### config.mk
export PLATFORM = sky130hd
export DESIGN_NAME = mem_repair_map
export DESIGN_NICKNAME = d
export VERILOG_FILES = /design/src/rtl/mrr_pkg.sv /design/src/rtl/mrr_row_match.sv /design/src/rtl/mrr_row_decoder.sv /design/src/rtl/mrr_col_shift.sv /design/src/rtl/mem_repair_map.sv
export SDC_FILE = /design/constraint.sdc
export NUM_CORES = 1
export LEC_CHECK = 0
export ABC_AREA = 1
export BUFFER_PORTS_ARGS = -buffer_cell sky130_fd_sc_hd__buf_4
export CORE_MARGIN = 5
export CORE_UTILIZATION = 37
export DETAILED_ROUTE_END_ITERATION = 12
export PLACE_DENSITY = 0.72
export SLEW_MARGIN = 0
export SYNTH_ARGS = -nofsm -noshare
export SYNTH_HDL_FRONTEND = slang
export SYNTH_HIERARCHICAL = 1
export SYNTH_SLANG_ARGS = --single-unit
### constraint.sdc
create_clock -name clk -period 1.6 [get_ports clk]
set_input_delay 0.08 -clock clk [delete_from_list [all_inputs] [get_ports clk]]
set_output_delay 0.08 -clock clk [all_outputs]
set_load 0.1 [all_outputs]
### src/rtl/mrr_pkg.sv
package mrr_pkg;
  localparam int unsigned ROW_AW_DEF  = 8;
  localparam int unsigned N_SPARE_DEF = 2;
  localparam int unsigned DATA_W_DEF  = 8;

  typedef enum logic [1:0] {
    ACC_IDLE  = 2'b00,
    ACC_READ  = 2'b01,
    ACC_WRITE = 2'b10,
    ACC_BOTH  = 2'b11
  } acc_kind_e;
endpackage

### src/rtl/mrr_row_match.sv
module mrr_row_match #(
  parameter int unsigned AW = 8,
  parameter int unsigned NS = 2
) (
  input  logic [AW-1:0]    addr,
  input  logic [NS*AW-1:0] rep_addr,
  input  logic [NS-1:0]    rep_vld,
  output logic [NS-1:0]    sel,
  output logic             hit
);
  logic [NS-1:0] raw;

  for (genvar k = 0; k < NS; k++) begin : g_cmp
    assign raw[k] = rep_vld[k] && (rep_addr[k*AW +: AW] == addr);
  end

  // lowest-numbered matching entry wins
  always_comb begin
    logic taken;
    taken = 1'b0;
    sel   = '0;
    for (int k = 0; k < NS; k++) begin
      if (raw[k] && !taken) begin
        sel[k] = 1'b1;
        taken  = 1'b1;
      end
    end
  end

  assign hit = |raw;
endmodule

### src/rtl/mrr_row_decoder.sv
module mrr_row_decoder #(
  parameter int unsigned AW = 8
) (
  input  logic [AW-1:0]       addr,
  input  logic                en,
  output logic [(1<<AW)-1:0]  line
);
  localparam int unsigned NL = 1 << AW;

  for (genvar k = 0; k < NL; k++) begin : g_line
    assign line[k] = en && (addr == AW'(k));
  end
endmodule

### src/rtl/mrr_col_shift.sv
module mrr_col_shift #(
  parameter int unsigned W = 8
) (
  input  logic [W-1:0] fuse,
  input  logic [W-1:0] wdata_in,
  output logic [W:0]   wdata_out,
  input  logic [W:0]   rdata_in,
  output logic [W-1:0] rdata_out
);
  // write direction: shift up from the bad column, bad column gets 0
  for (genvar j = 0; j < W; j++) begin : g_wr
    if (j == 0) begin : g_lo
      assign wdata_out[j] = fuse[j] ? 1'b0 : wdata_in[j];
    end else begin : g_hi
      assign wdata_out[j] = fuse[j] ? (fuse[j-1] ? wdata_in[j-1] : 1'b0)
                                    : wdata_in[j];
    end
  end
  assign wdata_out[W] = fuse[W-1] ? wdata_in[W-1] : 1'b0;

  // read direction: skip the bad column
  for (genvar i = 0; i < W; i++) begin : g_rd
    assign rdata_out[i] = fuse[i] ? rdata_in[i+1] : rdata_in[i];
  end
endmodule

### src/rtl/mem_repair_map.sv
module mem_repair_map
  import mrr_pkg::*;
#(
  parameter int unsigned ROW_AW  = ROW_AW_DEF,
  parameter int unsigned N_SPARE = N_SPARE_DEF,
  parameter int unsigned DATA_W  = DATA_W_DEF
) (
  input  logic                        clk,
  input  logic                        rst_n,
  input  logic                        rd_req,
  input  logic                        wr_req,
  input  logic [ROW_AW-1:0]           row_addr,
  input  logic [N_SPARE*ROW_AW-1:0]   rep_addr,
  input  logic [N_SPARE-1:0]          rep_vld,
  input  logic [DATA_W-1:0]           col_fuse,
  input  logic [DATA_W-1:0]           wr_data,
  output logic [DATA_W:0]             arr_wdata,
  output logic                        spare_col_we,
  input  logic [DATA_W:0]             arr_rdata,
  output logic [DATA_W-1:0]           rd_data,
  output logic [(1<<ROW_AW)-1:0]      wl,
  output logic [N_SPARE-1:0]          spare_wl
);
  localparam int unsigned NL = 1 << ROW_AW;

  acc_kind_e          kind;
  logic               req;
  logic [N_SPARE-1:0] sel;
  logic               hit;
  logic [NL-1:0]      wl_d, wl_q;
  logic [N_SPARE-1:0] sp_d, sp_q;
  logic               upd_en;

  assign kind = acc_kind_e'({wr_req, rd_req});
  assign req  = (kind != ACC_IDLE);

  mrr_row_match #(.AW(ROW_AW), .NS(N_SPARE)) u_match (
    .addr     (row_addr),
    .rep_addr (rep_addr),
    .rep_vld  (rep_vld),
    .sel      (sel),
    .hit      (hit)
  );

  mrr_row_decoder #(.AW(ROW_AW)) u_dec (
    .addr (row_addr),
    .en   (req && !hit),
    .line (wl_d)
  );

  // next state for spare lines
  always_comb begin
    sp_d = req ? sel : '0;
  end

  // clock enable: update on a request or to clear active lines
  assign upd_en = req || (|wl_q) || (|sp_q);

  always_ff @(posedge clk or negedge rst_n) begin
    if (!rst_n) begin
      wl_q <= '0;
      sp_q <= '0;
    end else if (upd_en) begin
      wl_q <= wl_d;
      sp_q <= sp_d;
    end
  end

  assign wl       = wl_q;
  assign spare_wl = sp_q;

  mrr_col_shift #(.W(DATA_W)) u_col (
    .fuse      (col_fuse),
    .wdata_in  (wr_data),
    .wdata_out (arr_wdata),
    .rdata_in  (arr_rdata),
    .rdata_out (rd_data)
  );

  assign spare_col_we = wr_req && col_fuse[DATA_W-1];
endmodule

==> results.md <==
- unrepaired setup endpoints after global routing: yes
- total grt overflow: 0
- Slew HR: 58.8%
- critical path fanouts, max: 8
- clock root buffer: sky130_fd_sc_hd__clkbuf_16
- Synth Area in Simple Gates: 21.1%
- die outline height: 200 um
- detailed-placement wirelength estimate: 34,000 um
- startpoint kind of the worst setup timing path: flop
- Worst Hold Path Cells: 8
- net switching component of the power: 5020 uW
- post-route core utilization: 62.3%
- final hold slack: 0.0406 ns
- Worst Setup Path Type: reg -> reg
- post-synthesis async set-or-reset flop share: 100%
- layer with the highest usage: met2
- total power after layout: 17,500 uW
- synth cell count leaders: sky130_fd_sc_hd__nor2_1 (435), sky130_fd_sc_hd__inv_1 (293), sky130_fd_sc_hd__dfrtp_1 (258)
- IO Pins: 331
- mean cell area of the mapped netlist: 8.44 um^2
- fraction of power consumed by combinational cells: 24.9%
- Total Neg Setup Slack: -101.14 ns
- least setup slack across all paths after layout: -0.459 ns
- count of nets left with antenna violations after detail routing: 0
- register area: 0.00680 mm^2
- clock network fraction of total power: 37.7%
- First DRT Iteration DRCs: 988
- die footprint: 0.0400 mm^2
- met3 Usage GRT: 3.73%
- placeable core area: 0.0356 mm^2
- average detailed-routed wire length per instance: 18.4 um
- Max H-tree Level: 1
- Worst Hold Class: in -> reg
- TritonCTS clock tree: built
- Peak Freq: 486 MHz
- Synth Area in Compound Gates: 15.8%
- crit path time final: 2.06 ns
- FF+latch count, synth: 258
- multiplexer share of the synthesized area: 0%
- vias in the first global route: 13,400
- vias post-DR: 13,200
- pin slew with the least headroom to its limit: 0.617 ns
- final number of max-transition violations: 0
- top cell type's share of synthesized area: 48.3%
- final wirelength: 51,200 um
- main combinational cell family by area after synthesis: simple AND/OR/NAND/NOR gates
- worst r2r dst: wl[115]$_DFFE_PN0P_
- TritonCTS buffer count: 28
- maximum number of pins on one net before global-route repair: 52
- primary flip-flop cell chosen by synthesis mapping: sky130_fd_sc_hd__dfrtp_1
- pre-CTS worst setup slack: -0.641 ns
- status: finished, violations left
- number of warnings printed during yosys synthesis: 6
- total internal power: 12,500 uW
- RR Startpoint: wl[247]$_DFFE_PN0P_
- starting density of the core: 37.5%
- pwr/cell area: 790 mW/mm^2
- fraction of final layout cells with drive strength greater than 1: 60.4%
- Global Route Usage Sum: 24.0%
- sequential share of the synthesized area: 48.3%
- maximum VDD drop: 0.782 mV
- Maximum Capacitance Violations: 0
- antenna violations before repair: 0
- ANT cells: 0
- met1 capacity usage during global routing: 32.0%
- total number of placement rows: 69
- Max clock buf depth: 3
- Mapped Area: 0.0134 mm^2
- Pleak: 0.0105 uW
- register share of total power: 37.4%
- Post-synth EDFFs: 0
- post-synth top area cell: sky130_fd_sc_hd__dfrtp_1
- worst path required time: 2.02 ns
- Crit path arrival time: 2.48 ns
- synthesized-area fraction occupied by xor and xnor cells: 0.131%
- global-route wire length before repair: 74,900 um
- Initial DRT Pass Iterations: 5
- CTS Sinks: 258
- Post-Syn Nets: 1,638
- main area contributors after synthesis: sky130_fd_sc_hd__dfrtp_1 (48%), sky130_fd_sc_hd__a21oi_2 (14%), sky130_fd_sc_hd__nor2_1 (12%)
- fill cell instance count of the final layout: 2,786
- post-synthesis cell count: 1,583
- arithmetic-cell share of the synthesized area counting full adders, half adders and majority gates: 0%
- Final Skew: 0.0156 ns
- end point of the worst hold path: spare_wl[0]$_DFFE_PN0P_
- distinct cell type count after synthesis: 24
- final net count: 2,357
- last weighted congestion value of the routability-driven placer: 0.855
- failing checks: negative setup slack
- Worst Hold Launch: row_addr[5]
- insertion delay to the later sink of the worst-skew pair: 0.54 ns
- startpoint of the most critical setup path: wl[247]$_DFFE_PN0P_
- depth of the worst register-to-register path: 11
- area occupied by multi-input gates: 0.00528 mm^2
- flop2flop setup slack: -0.46 ns
- fraction of power spent switching nets: 28.7%
- M2 GR Usage: 40.8%
- Port-buffer cells: 330
- Synth-to-Final Area Change: 65.9%
- total of endpoints with negative setup slack in the final report: 256
- Clk pin slew, worst setup/hold paths: 0.06 ns
- drt drc: 0
- Vias/cell: 4.75
- nature of the critical path endpoint: flop
- final hold viol count: 0
- library cell with the highest instance count after synthesis: sky130_fd_sc_hd__nor2_1
- fin crit share: 129%
- die extent in x: 200 um
-- what timing repair did --
action | in CTS | in global routing
hold buffers | 2 | 0
gates cloned | 23 | 14
pin swaps | 22 | 50
hold endpoints to repair | 259 | 0
endpoints found under the setup margin | 256 | 256
buffers inserted | 33 | 12
resized for setup | 87 | 72
-- worst max-delay path: stages, from the launching register on --
cell                        delay (ns)
sky130_fd_sc_hd__dfrtp_4          0.47
sky130_fd_sc_hd__or2_1            0.25
sky130_fd_sc_hd__nor2_2           0.13
sky130_fd_sc_hd__nand2_2          0.07
sky130_fd_sc_hd__nor2_4           0.13
sky130_fd_sc_hd__nand3_4          0.12
sky130_fd_sc_hd__nor2_8           0.12
sky130_fd_sc_hd__buf_12           0.11
sky130_fd_sc_hd__buf_12           0.12
sky130_fd_sc_hd__buf_16           0.17
sky130_fd_sc_hd__clkbuf_16        0.17
sky130_fd_sc_hd__a21oi_2          0.05
-- layout make-up --
class | instances | area share [%]
Multi-Input combinational cell | 934 | 23.8
Tap cell | 461 | 2.60
Timing Repair Buffer | 779 | 33.5
Inverter | 301 | 5.10
Sequential cell | 258 | 30.7
Clock inverter | 5 | 0.350
Clock buffer | 43 | 3.92
-- worst max path at each step --
stage	slack, ns	endpoint
floorplan	-0.28	wl[100]$_DFFE_PN0P_
finish	-0.46	wl[115]$_DFFE_PN0P_
detailed placement	-0.64	wl[183]$_DFFE_PN0P_
CTS	-0.47	wl[107]$_DFFE_PN0P_
global route	-0.54	wl[112]$_DFFE_PN0P_
global placement	-0.63	wl[179]$_DFFE_PN0P_
-- state kept, by name (all words and copies together) (netlist names) --
signal and count:
wl 256, spare_wl 2
-- layer usage --
| layer | wire length [um] | vias to the layer above | share of wire (%) |
|---|---|---|---|
| li1 | - | 6190 | - |
| met1 | 20600 | 6314 | 40 |
| met2 | 24900 | 601 | 49 |
| met3 | 4110 | 103 | 8.0 |
| met4 | 1540 | 0 | 3.0 |
| met5 | 0 | - | 0 |
-- power by group through the flow --
stage | logic [uW] | registers [uW] | clock network [uW]
global route | 4550 | 6550 | 6940
finish | 4360 | 6550 | 6600
global placement | 2780 | 6670 | 0
floorplan | 1770 | 6800 | 0
detailed placement | 2830 | 6670 | 0
CTS | 4060 | 6550 | 6690
-- kinds of logic after synthesis --
group / count (synthesis)
simple gates: 676
compound gates: 256
xor+xnor: 2
buf+inv: 391
flops: 258
-- metrics by stage --
step	area (um^2)	std cells
6_report	22200	2781
5_1_grt	22200	2781
3_5_place_dp	19300	2663
3_3_place_gp	19300	2663
2_1_floorplan	13800	1583
4_1_cts	21600	2763
-- placed cells by master (no fill, tap or decap), types with 3 or more instances in the layout --
master	Yosys	layout
sky130_fd_sc_hd__a21oi_2	220	224
sky130_fd_sc_hd__or2_1	4	4
sky130_fd_sc_hd__inv_1	293	293
sky130_fd_sc_hd__clkbuf_1	17	5
sky130_fd_sc_hd__nand3_2	13	13
sky130_fd_sc_hd__nor2_2	8	39
sky130_fd_sc_hd__buf_12	22	55
sky130_fd_sc_hd__nand3_1	15	14
sky130_fd_sc_hd__nor2_1	435	397
sky130_fd_sc_hd__nor2_8	3	3
sky130_fd_sc_hd__buf_8	0	10
sky130_fd_sc_hd__nand2_1	177	170
sky130_fd_sc_hd__buf_4	5	663
sky130_fd_sc_hd__inv_2	8	8
sky130_fd_sc_hd__a21oi_1	36	18
sky130_fd_sc_hd__bufbuf_16	0	3
sky130_fd_sc_hd__a21oi_4	0	14
sky130_fd_sc_hd__nand3_4	4	5
sky130_fd_sc_hd__dfrtp_4	0	7
sky130_fd_sc_hd__nand2_2	3	10
sky130_fd_sc_hd__dfrtp_2	0	250
sky130_fd_sc_hd__nor2_4	2	9
sky130_fd_sc_hd__nand4_1	9	9
sky130_fd_sc_hd__buf_16	0	23
sky130_fd_sc_hd__clkbuf_8	0	9
sky130_fd_sc_hd__clkbuf_16	0	43
sky130_fd_sc_hd__buf_6	8	9
(Power assumes the default switching activity.)
